## config.mk

```make
export PLATFORM = sky130hd
export DESIGN_NAME = adc_seq_top
export DESIGN_NICKNAME = d
export VERILOG_FILES = /design/src/rtl/adc_seq_pkg.sv /design/src/rtl/adc_seq_chsel.sv /design/src/rtl/adc_seq_resbank.sv /design/src/rtl/adc_seq_ctrl.sv /design/src/rtl/adc_seq_top.sv
export SDC_FILE = /design/constraint.sdc
export NUM_CORES = 1
export LEC_CHECK = 0
export ABC_CLOCK_PERIOD_IN_PS = 4100
export CAP_MARGIN = 40
export CORE_MARGIN = 5
export CORE_UTILIZATION = 52
export DETAILED_ROUTE_END_ITERATION = 12
export GPL_ROUTABILITY_DRIVEN = 0
export GPL_TIMING_DRIVEN = 0
export PLACE_DENSITY_LB_ADDON = 0.05
export SYNTH_ARGS = -nofsm -noshare
export SYNTH_HDL_FRONTEND = slang
export SYNTH_HIERARCHICAL = 1
export SYNTH_SLANG_ARGS = --single-unit
```

## constraint.sdc

```tcl
create_clock -name clk -period 4.1 [get_ports clk]
set_clock_uncertainty 0.2 [all_clocks]
set_input_delay 0.82 -clock clk [delete_from_list [all_inputs] [get_ports clk]]
set_output_delay 0.82 -clock clk [all_outputs]
set_load 0.1 [all_outputs]
```

## src/rtl/adc_seq_pkg.sv

```systemverilog
package adc_seq_pkg;
    typedef enum logic [2:0] {
        M_FIX_ONE  = 3'd0,
        M_FIX_RUN  = 3'd1,
        M_SCAN_ONE = 3'd2,
        M_SCAN_RUN = 3'd3,
        M_DUAL_RUN = 3'd4
    } mode_e;

    typedef enum logic [1:0] {
        S_IDLE   = 2'd0,
        S_LAUNCH = 2'd1,
        S_WAIT   = 2'd2
    } state_e;
endpackage

```

## src/rtl/adc_seq_chsel.sv

```systemverilog
module adc_seq_chsel #(
    parameter int NCH = 4,
    parameter int CHW = 2
) (
    input  logic [NCH-1:0] mask,
    input  logic [CHW-1:0] cur,
    output logic [CHW-1:0] first_ch,
    output logic [CHW-1:0] next_ch,
    output logic           has_next,
    output logic           any_en
);
    // Scan downwards so the lowest qualifying channel is the last one written.
    always_comb begin
        first_ch = '0;
        next_ch  = '0;
        has_next = 1'b0;
        any_en   = |mask;
        for (int i = NCH - 1; i >= 0; i--) begin
            if (mask[i]) begin
                first_ch = CHW'(i);
            end
            if (mask[i] && (i > int'(cur))) begin
                next_ch  = CHW'(i);
                has_next = 1'b1;
            end
        end
    end
endmodule

```

## src/rtl/adc_seq_resbank.sv

```systemverilog
module adc_seq_resbank #(
    parameter int NSLOT = 4,
    parameter int DW    = 8,
    parameter int SW    = 2
) (
    input  logic                clk,
    input  logic                rst_n,
    input  logic                wr_en,
    input  logic [SW-1:0]       wr_slot,
    input  logic [DW-1:0]       wr_data,
    output logic [NSLOT*DW-1:0] res_flat
);
    for (genvar k = 0; k < NSLOT; k++) begin : g_slot
        logic [DW-1:0] slot_q;

        always_ff @(posedge clk or negedge rst_n) begin
            if (!rst_n) begin
                slot_q <= '0;
            end else if (wr_en && (wr_slot == SW'(k))) begin
                slot_q <= wr_data;
            end
        end

        assign res_flat[k*DW +: DW] = slot_q;
    end
endmodule

```

## src/rtl/adc_seq_ctrl.sv

```systemverilog
module adc_seq_ctrl
    import adc_seq_pkg::*;
#(
    parameter int NCH = 4,
    parameter int CHW = 2
) (
    input  logic           clk,
    input  logic           rst_n,
    input  logic [2:0]     cfg_mode,
    input  logic [CHW-1:0] cfg_fixed_ch,
    input  logic [NCH-1:0] cfg_scan_mask,
    input  logic [CHW-1:0] cfg_dual_a,
    input  logic [CHW-1:0] cfg_dual_b,
    input  logic           cfg_grp_irq,
    input  logic           cmd_start,
    input  logic           cmd_stop,
    input  logic           flag_clr,
    input  logic           conv_done,
    output logic [CHW-1:0] conv_ch,
    output logic           conv_start,
    output logic           busy,
    output logic           done_flag,
    output logic           wr_en,
    output logic [CHW-1:0] wr_slot
);
    localparam logic [CHW-1:0] RING_LAST = CHW'(NCH - 1);

    state_e         state_q, state_d;
    mode_e          mode_q;
    logic [NCH-1:0] mask_q;
    logic [CHW-1:0] dual_a_q, dual_b_q, ch_q, ring_q, ring_nx, ch_nx, slot;
    logic           grp_q, stop_q, flag_q;
    logic           flag_hit, halt_mode, halt_all, done_ev, start_ok;
    logic           is_scan_cfg, ring_last;
    logic [NCH-1:0] sel_mask;
    logic [CHW-1:0] first_ch, next_ch;
    logic           has_next, any_en;

    // In idle the selector looks at the live mask (for the first channel);
    // once running it looks at the captured one.
    assign sel_mask = (state_q == S_IDLE) ? cfg_scan_mask : mask_q;

    adc_seq_chsel #(.NCH(NCH), .CHW(CHW)) u_chsel (
        .mask     (sel_mask),
        .cur      (ch_q),
        .first_ch (first_ch),
        .next_ch  (next_ch),
        .has_next (has_next),
        .any_en   (any_en)
    );

    assign is_scan_cfg = (cfg_mode == M_SCAN_ONE) || (cfg_mode == M_SCAN_RUN);
    assign start_ok    = cmd_start && (cfg_mode <= 3'd4) && (!is_scan_cfg || any_en);
    assign done_ev     = (state_q == S_WAIT) && conv_done;
    assign ring_last   = (ring_q == RING_LAST);
    assign ring_nx     = ring_last ? '0 : ring_q + 1'b1;

    // Per-mode placement, flag rule and next channel.
    always_comb begin
        slot      = ch_q;
        flag_hit  = 1'b0;
        halt_mode = 1'b0;
        ch_nx     = ch_q;
        unique case (mode_q)
            M_FIX_ONE: begin
                flag_hit  = 1'b1;
                halt_mode = 1'b1;
            end
            M_FIX_RUN: begin
                slot     = ring_q;
                flag_hit = ring_last && grp_q;
            end
            M_SCAN_ONE: begin
                flag_hit  = !has_next;
                halt_mode = !has_next;
                ch_nx     = next_ch;
            end
            M_SCAN_RUN: begin
                flag_hit = !has_next;
                ch_nx    = has_next ? next_ch : first_ch;
            end
            M_DUAL_RUN: begin
                slot     = ring_q;
                flag_hit = ring_last;
                ch_nx    = ring_q[0] ? dual_a_q : dual_b_q;
            end
            default: begin
                halt_mode = 1'b1;
            end
        endcase
    end

    assign halt_all = halt_mode || stop_q || cmd_stop;

    // Next-state logic.
    always_comb begin
        state_d = state_q;
        unique case (state_q)
            S_IDLE:   if (start_ok) state_d = S_LAUNCH;
            S_LAUNCH: state_d = S_WAIT;
            S_WAIT:   if (conv_done) state_d = halt_all ? S_IDLE : S_LAUNCH;
            default:  state_d = S_IDLE;
        endcase
    end

    // State register.
    always_ff @(posedge clk or negedge rst_n) begin
        if (!rst_n) begin
            state_q <= S_IDLE;
        end else begin
            state_q <= state_d;
        end
    end

    // Captured configuration, channel, ring position and pending stop.
    always_ff @(posedge clk or negedge rst_n) begin
        if (!rst_n) begin
            mode_q   <= M_FIX_ONE;
            mask_q   <= '0;
            dual_a_q <= '0;
            dual_b_q <= '0;
            grp_q    <= 1'b0;
            ch_q     <= '0;
            ring_q   <= '0;
            stop_q   <= 1'b0;
        end else if ((state_q == S_IDLE) && start_ok) begin
            mode_q   <= mode_e'(cfg_mode);
            mask_q   <= cfg_scan_mask;
            dual_a_q <= cfg_dual_a;
            dual_b_q <= cfg_dual_b;
            grp_q    <= cfg_grp_irq;
            ring_q   <= '0;
            stop_q   <= 1'b0;
            if (is_scan_cfg) begin
                ch_q <= first_ch;
            end else if (cfg_mode == M_DUAL_RUN) begin
                ch_q <= cfg_dual_a;
            end else begin
                ch_q <= cfg_fixed_ch;
            end
        end else if (state_q != S_IDLE) begin
            if (cmd_stop) begin
                stop_q <= 1'b1;
            end
            if (done_ev) begin
                ch_q   <= ch_nx;
                ring_q <= ring_nx;
                if (halt_all) begin
                    stop_q <= 1'b0;
                end
            end
        end
    end

    // Sticky completion flag: a set wins over a clear in the same cycle.
    always_ff @(posedge clk or negedge rst_n) begin
        if (!rst_n) begin
            flag_q <= 1'b0;
        end else if (done_ev && flag_hit) begin
            flag_q <= 1'b1;
        end else if (flag_clr) begin
            flag_q <= 1'b0;
        end
    end

    // Outputs.
    always_comb begin
        conv_start = (state_q == S_LAUNCH);
        busy       = (state_q != S_IDLE);
        conv_ch    = ch_q;
        done_flag  = flag_q;
        wr_en      = done_ev;
        wr_slot    = slot;
    end
endmodule

```

## src/rtl/adc_seq_top.sv

```systemverilog
module adc_seq_top #(
    parameter int NCH = 4,
    parameter int DW  = 8,
    parameter int CHW = $clog2(NCH)
) (
    input  logic              clk,
    input  logic              rst_n,
    input  logic [2:0]        cfg_mode,
    input  logic [CHW-1:0]    cfg_fixed_ch,
    input  logic [NCH-1:0]    cfg_scan_mask,
    input  logic [CHW-1:0]    cfg_dual_a,
    input  logic [CHW-1:0]    cfg_dual_b,
    input  logic              cfg_grp_irq,
    input  logic              cfg_irq_en,
    input  logic              cmd_start,
    input  logic              cmd_stop,
    input  logic              flag_clr,
    output logic [CHW-1:0]    conv_ch,
    output logic              conv_start,
    input  logic              conv_done,
    input  logic [DW-1:0]     conv_data,
    output logic [NCH*DW-1:0] res_bus,
    output logic              busy,
    output logic              done_flag,
    output logic              irq
);
    logic           wr_en;
    logic [CHW-1:0] wr_slot;

    adc_seq_ctrl #(.NCH(NCH), .CHW(CHW)) u_ctrl (
        .clk           (clk),
        .rst_n         (rst_n),
        .cfg_mode      (cfg_mode),
        .cfg_fixed_ch  (cfg_fixed_ch),
        .cfg_scan_mask (cfg_scan_mask),
        .cfg_dual_a    (cfg_dual_a),
        .cfg_dual_b    (cfg_dual_b),
        .cfg_grp_irq   (cfg_grp_irq),
        .cmd_start     (cmd_start),
        .cmd_stop      (cmd_stop),
        .flag_clr      (flag_clr),
        .conv_done     (conv_done),
        .conv_ch       (conv_ch),
        .conv_start    (conv_start),
        .busy          (busy),
        .done_flag     (done_flag),
        .wr_en         (wr_en),
        .wr_slot       (wr_slot)
    );

    adc_seq_resbank #(.NSLOT(NCH), .DW(DW), .SW(CHW)) u_bank (
        .clk      (clk),
        .rst_n    (rst_n),
        .wr_en    (wr_en),
        .wr_slot  (wr_slot),
        .wr_data  (conv_data),
        .res_flat (res_bus)
    );

    assign irq = done_flag & cfg_irq_en;
endmodule

```

==> out/qor.txt <==
remaining number of nets flagged by the antenna check after routing = 0
total half-perimeter wirelength after legalization and detailed placement = 5.10 mm
cell repeated most along the worst path = clkdlybuf4s50_1
clock tree from TritonCTS = done
number of clock buffers inserted by TritonCTS = 5
starting density of the core = 53.2%
final-layout setup total negative slack = 0 ns
Vias/cell = 5.19
Die Width = 79.5 um
Max Clk Rate = 322 MHz
routed vias = 1926
first-pass GRT wire length = 10.9 mm
number of antenna violations at the first check in global routing = 0
delay of the slowest critical-path stage = 0.51 ns
Cell Count Post-Placement = 363
primary flip-flop cell chosen by synthesis mapping = dfrtp_1
unrepaired setup endpoints after global routing = no
arrival time reported for the critical path endpoint = 2.08 ns
Post-synth EDFFs = 0
aggregate routed wire length = 6.59 mm
family with the most delay on the worst path = buffers and inverters
Critical Path, Cell by Cell = clkdlybuf4s50_1, and2_1, clkdlybuf4s50_1, buf_8
clock transition at the registers of the reported paths = 0.10 ns
number of warnings reported in the yosys synthesis log = 6
drt wl/cell = 17.8 um
CORE AREA = 0.00472 sq mm
worst-margin pin slew = 0.736 ns
headroom to the max-slew limit = 50.4%
critical path's slowest cell = clkdlybuf4s50_1
critical path peak fanout = 1
most heavily used metal layer in global routing = met2
GR Layer Usage met3 = 5.53%
row count = 25
CP startpoint = cfg_irq_en
die height = 79.5 um
minimum clock period after layout = 3.10 ns
start-to-end type of the worst setup path = primary input to output pin
number of buffers on the longest clock path = 2
met2 track demand over resource in global routing = 40.4%
async set-or-reset flop fraction in the synthesized netlist = 100%
fill cell instance count of the final layout = 223
Worst EP required = 3.08 ns
post-synthesis instance area = 0.00251 sq mm
pin count of the biggest net entering global routing = 28
share of final-layout standard cells stronger than drive strength 1 = 37.8%
total of flip-flops plus latches after synthesis = 52
Worst R2R Start = u_ctrl/state_q[1]
setup violation total in the final timing report = 0
number of hold-slack violations in the final timing report = 0
Post-CTS Setup Inserts = 0
total die area = 0.00632 sq mm
total I/O pin count = 67
placement-stage worst setup slack = 0.823 ns
clock sink count = 52
routing usage on met1 = 26.5%
overall track demand over capacity in global routing = 22.6%
total of hold buffers inserted after clock tree synthesis = 0
buffer and inverter count on the worst path = 3
count of buffers from port buffering = 65
cell at the root of the clock tree = clkbuf_8
portion of the clock cycle consumed by the worst path in the final layout = 75.7%
remaining global-route overflow = 0
count of routing violations after the opening detailed-route iteration = 69
Tightest Hold Check Type = flip-flop to flip-flop
reported max-cap violation count = 0
Post-Syn Instances = 192
source-to-sink clock delay at the later pin of the worst-skew pair = 0.30 ns
Worst Slack Setup Final = 0.998 ns
number of pins exceeding their max-slew limit in the final report = 0
number of design rule violations left after detail routing = 0
final cell count without fillers = 371
crit path capture type = output pin
post-synthesis area per instance = 13.1 sq um
count of distinct cell types in the synthesized netlist = 48
Area growth, synth to finish = 59.5%
CTS resizes = 0
H-tree levels = 2
Critical Path Source Type = primary input
share of synthesized area occupied by flip-flops and latches = 51.8%
Synthesized Nets = 222
status = finished clean
critical hold path startpoint = u_bank/g_slot[1].slot_q[3]
number of search-and-repair iterations in the first detailed-routing pass = 4
Diodes inserted = 0
via count of the first global-routing pass = 2148
Net count, final = 333
==> layer usage <==
layer  share of wire, %  wire, um  up-vias
li1                   -         -      924
met1                 41      2690      942
met2                 52      3450       48
met3                5.1       333       12
met4                1.9       125        0
met5                  0         0        -
==> sequential cells by signal (all words and copies together), names as in the netlist <==
register and flops:
u_ctrl/mask_q 4, u_ctrl/stop_q 1, u_ctrl/state_q 2, u_ctrl/dual_b_q 2
u_ctrl/conv_ch 2, u_ctrl/grp_q 1, u_ctrl/mode_q 3, u_ctrl/ring_q 2
u_ctrl/done_flag 1, u_bank/g_slot.slot_q 32, u_ctrl/dual_a_q 2
==> worst reg2reg max path, cell delays in order (launching register included) <==
cell	delay, ns
dfrtp_1	0.43
nor2_2	0.37
mux2_2	0.44
nor2_1	0.27
nand2_1	0.14
nor2b_4	0.13
o22ai_2	0.10
and3_1	0.21
buf_6	0.13
buf_12	0.15
mux2_4	0.29
==> area by class of cell <==
class | instances | area, sq um | area share, %
repair buffers | 104 | 1320 | 33.0
flip-flops and latches | 52 | 1300 | 32.4
multi-input cells | 127 | 1120 | 28.0
well taps | 67 | 83.8 | 2.09
clock buffers | 6 | 72.6 | 1.81
plain buffers | 6 | 62.6 | 1.56
inverters | 7 | 26.3 | 0.655
clock inverters | 2 | 16.3 | 0.406
==> synth_stat cells (all sizes together) (2+ instances only) <==
| cell | n | area share, % |
|---|---|---|
| dfrtp | 52 | 52 |
| mux2 | 49 | 23 |
| a21oi | 9 | 2.2 |
| nand2 | 8 | 1.2 |
| nor2 | 8 | 1.3 |
| inv | 7 | 1.0 |
| o21ai | 6 | 1.2 |
| buf | 5 | 2.3 |
| mux2i | 4 | 1.6 |
| nand3 | 4 | 1.0 |
| nand3b | 3 | 1.2 |
| nor2b | 3 | 1.0 |
| nor3 | 3 | 0.60 |
| o211ai | 3 | 0.90 |
| o22ai | 3 | 1.0 |
| and3 | 2 | 0.50 |
| nor3b | 2 | 1.0 |
| or3 | 2 | 0.60 |
==> logic make-up (layout without fill, tap and decap cells) <==
family          count (synthesis)  after routing  synth area share, %
buf+inv                        13            125                 3.53
simple gates                   41             41                 10.4
mux                            53             53                 24.4
compound gates                 31             31                 9.01
xor+xnor                        1              1                0.348
fa+ha+maj                       1              1                0.498
flops                          52             52                 51.8
==> worst paths after layout <==
| path | depth (start not counted) | endpoint | slack [ns] |
|---|---|---|---|
| worst max-delay path | 4 | irq | 1.0 |
| worst min-delay path | 1 | u_bank/g_slot[1].slot_q[3] | 0.31 |
| worst max register to register | 10 | u_ctrl/dual_a_q[1] | 1.13 |
| worst min register to register | 1 | u_bank/g_slot[1].slot_q[3] | 0.31 |
| max in group asynchronous | 2 | u_ctrl/mode_q[0] | 2.82 |
| min in group asynchronous | 1 | u_bank/g_slot[0].slot_q[0] | 0.32 |
==> layout by cell type, fill, tap and decap left out, types with 2 or more instances in the layout <==
cell type	n
inv_1	6
mux2_4	6
o22ai_1	2
mux2i_1	4
o211ai_1	3
clkbuf_8	5
buf_12	2
buf_2	2
nand3_1	3
nor2b_1	2
buf_6	3
buf_8	31
or3_2	2
o21ai_0	6
dfrtp_1	52
clkbuf_1	2
nand2_1	8
buf_16	7
a21oi_1	8
and3_1	2
clkdlybuf4s50_1	64
mux2_2	43
nand3b_2	2
nor2_1	7
nor3_1	3
==> per-stage QoR <==
step	hold slack, ns	util (%)	area, sq um
floorplan	0.277	-	2510
global placement	0.285	68.8	3250
detailed placement	0.293	83.0	3920
CTS	0.315	84.9	4010
global route	0.318	84.9	4010
finish	0.311	84.9	4010
Power is left out: the tool's default activity adds up to more than one toggle a clock period on the data nets, which glitch-free logic cannot reach.
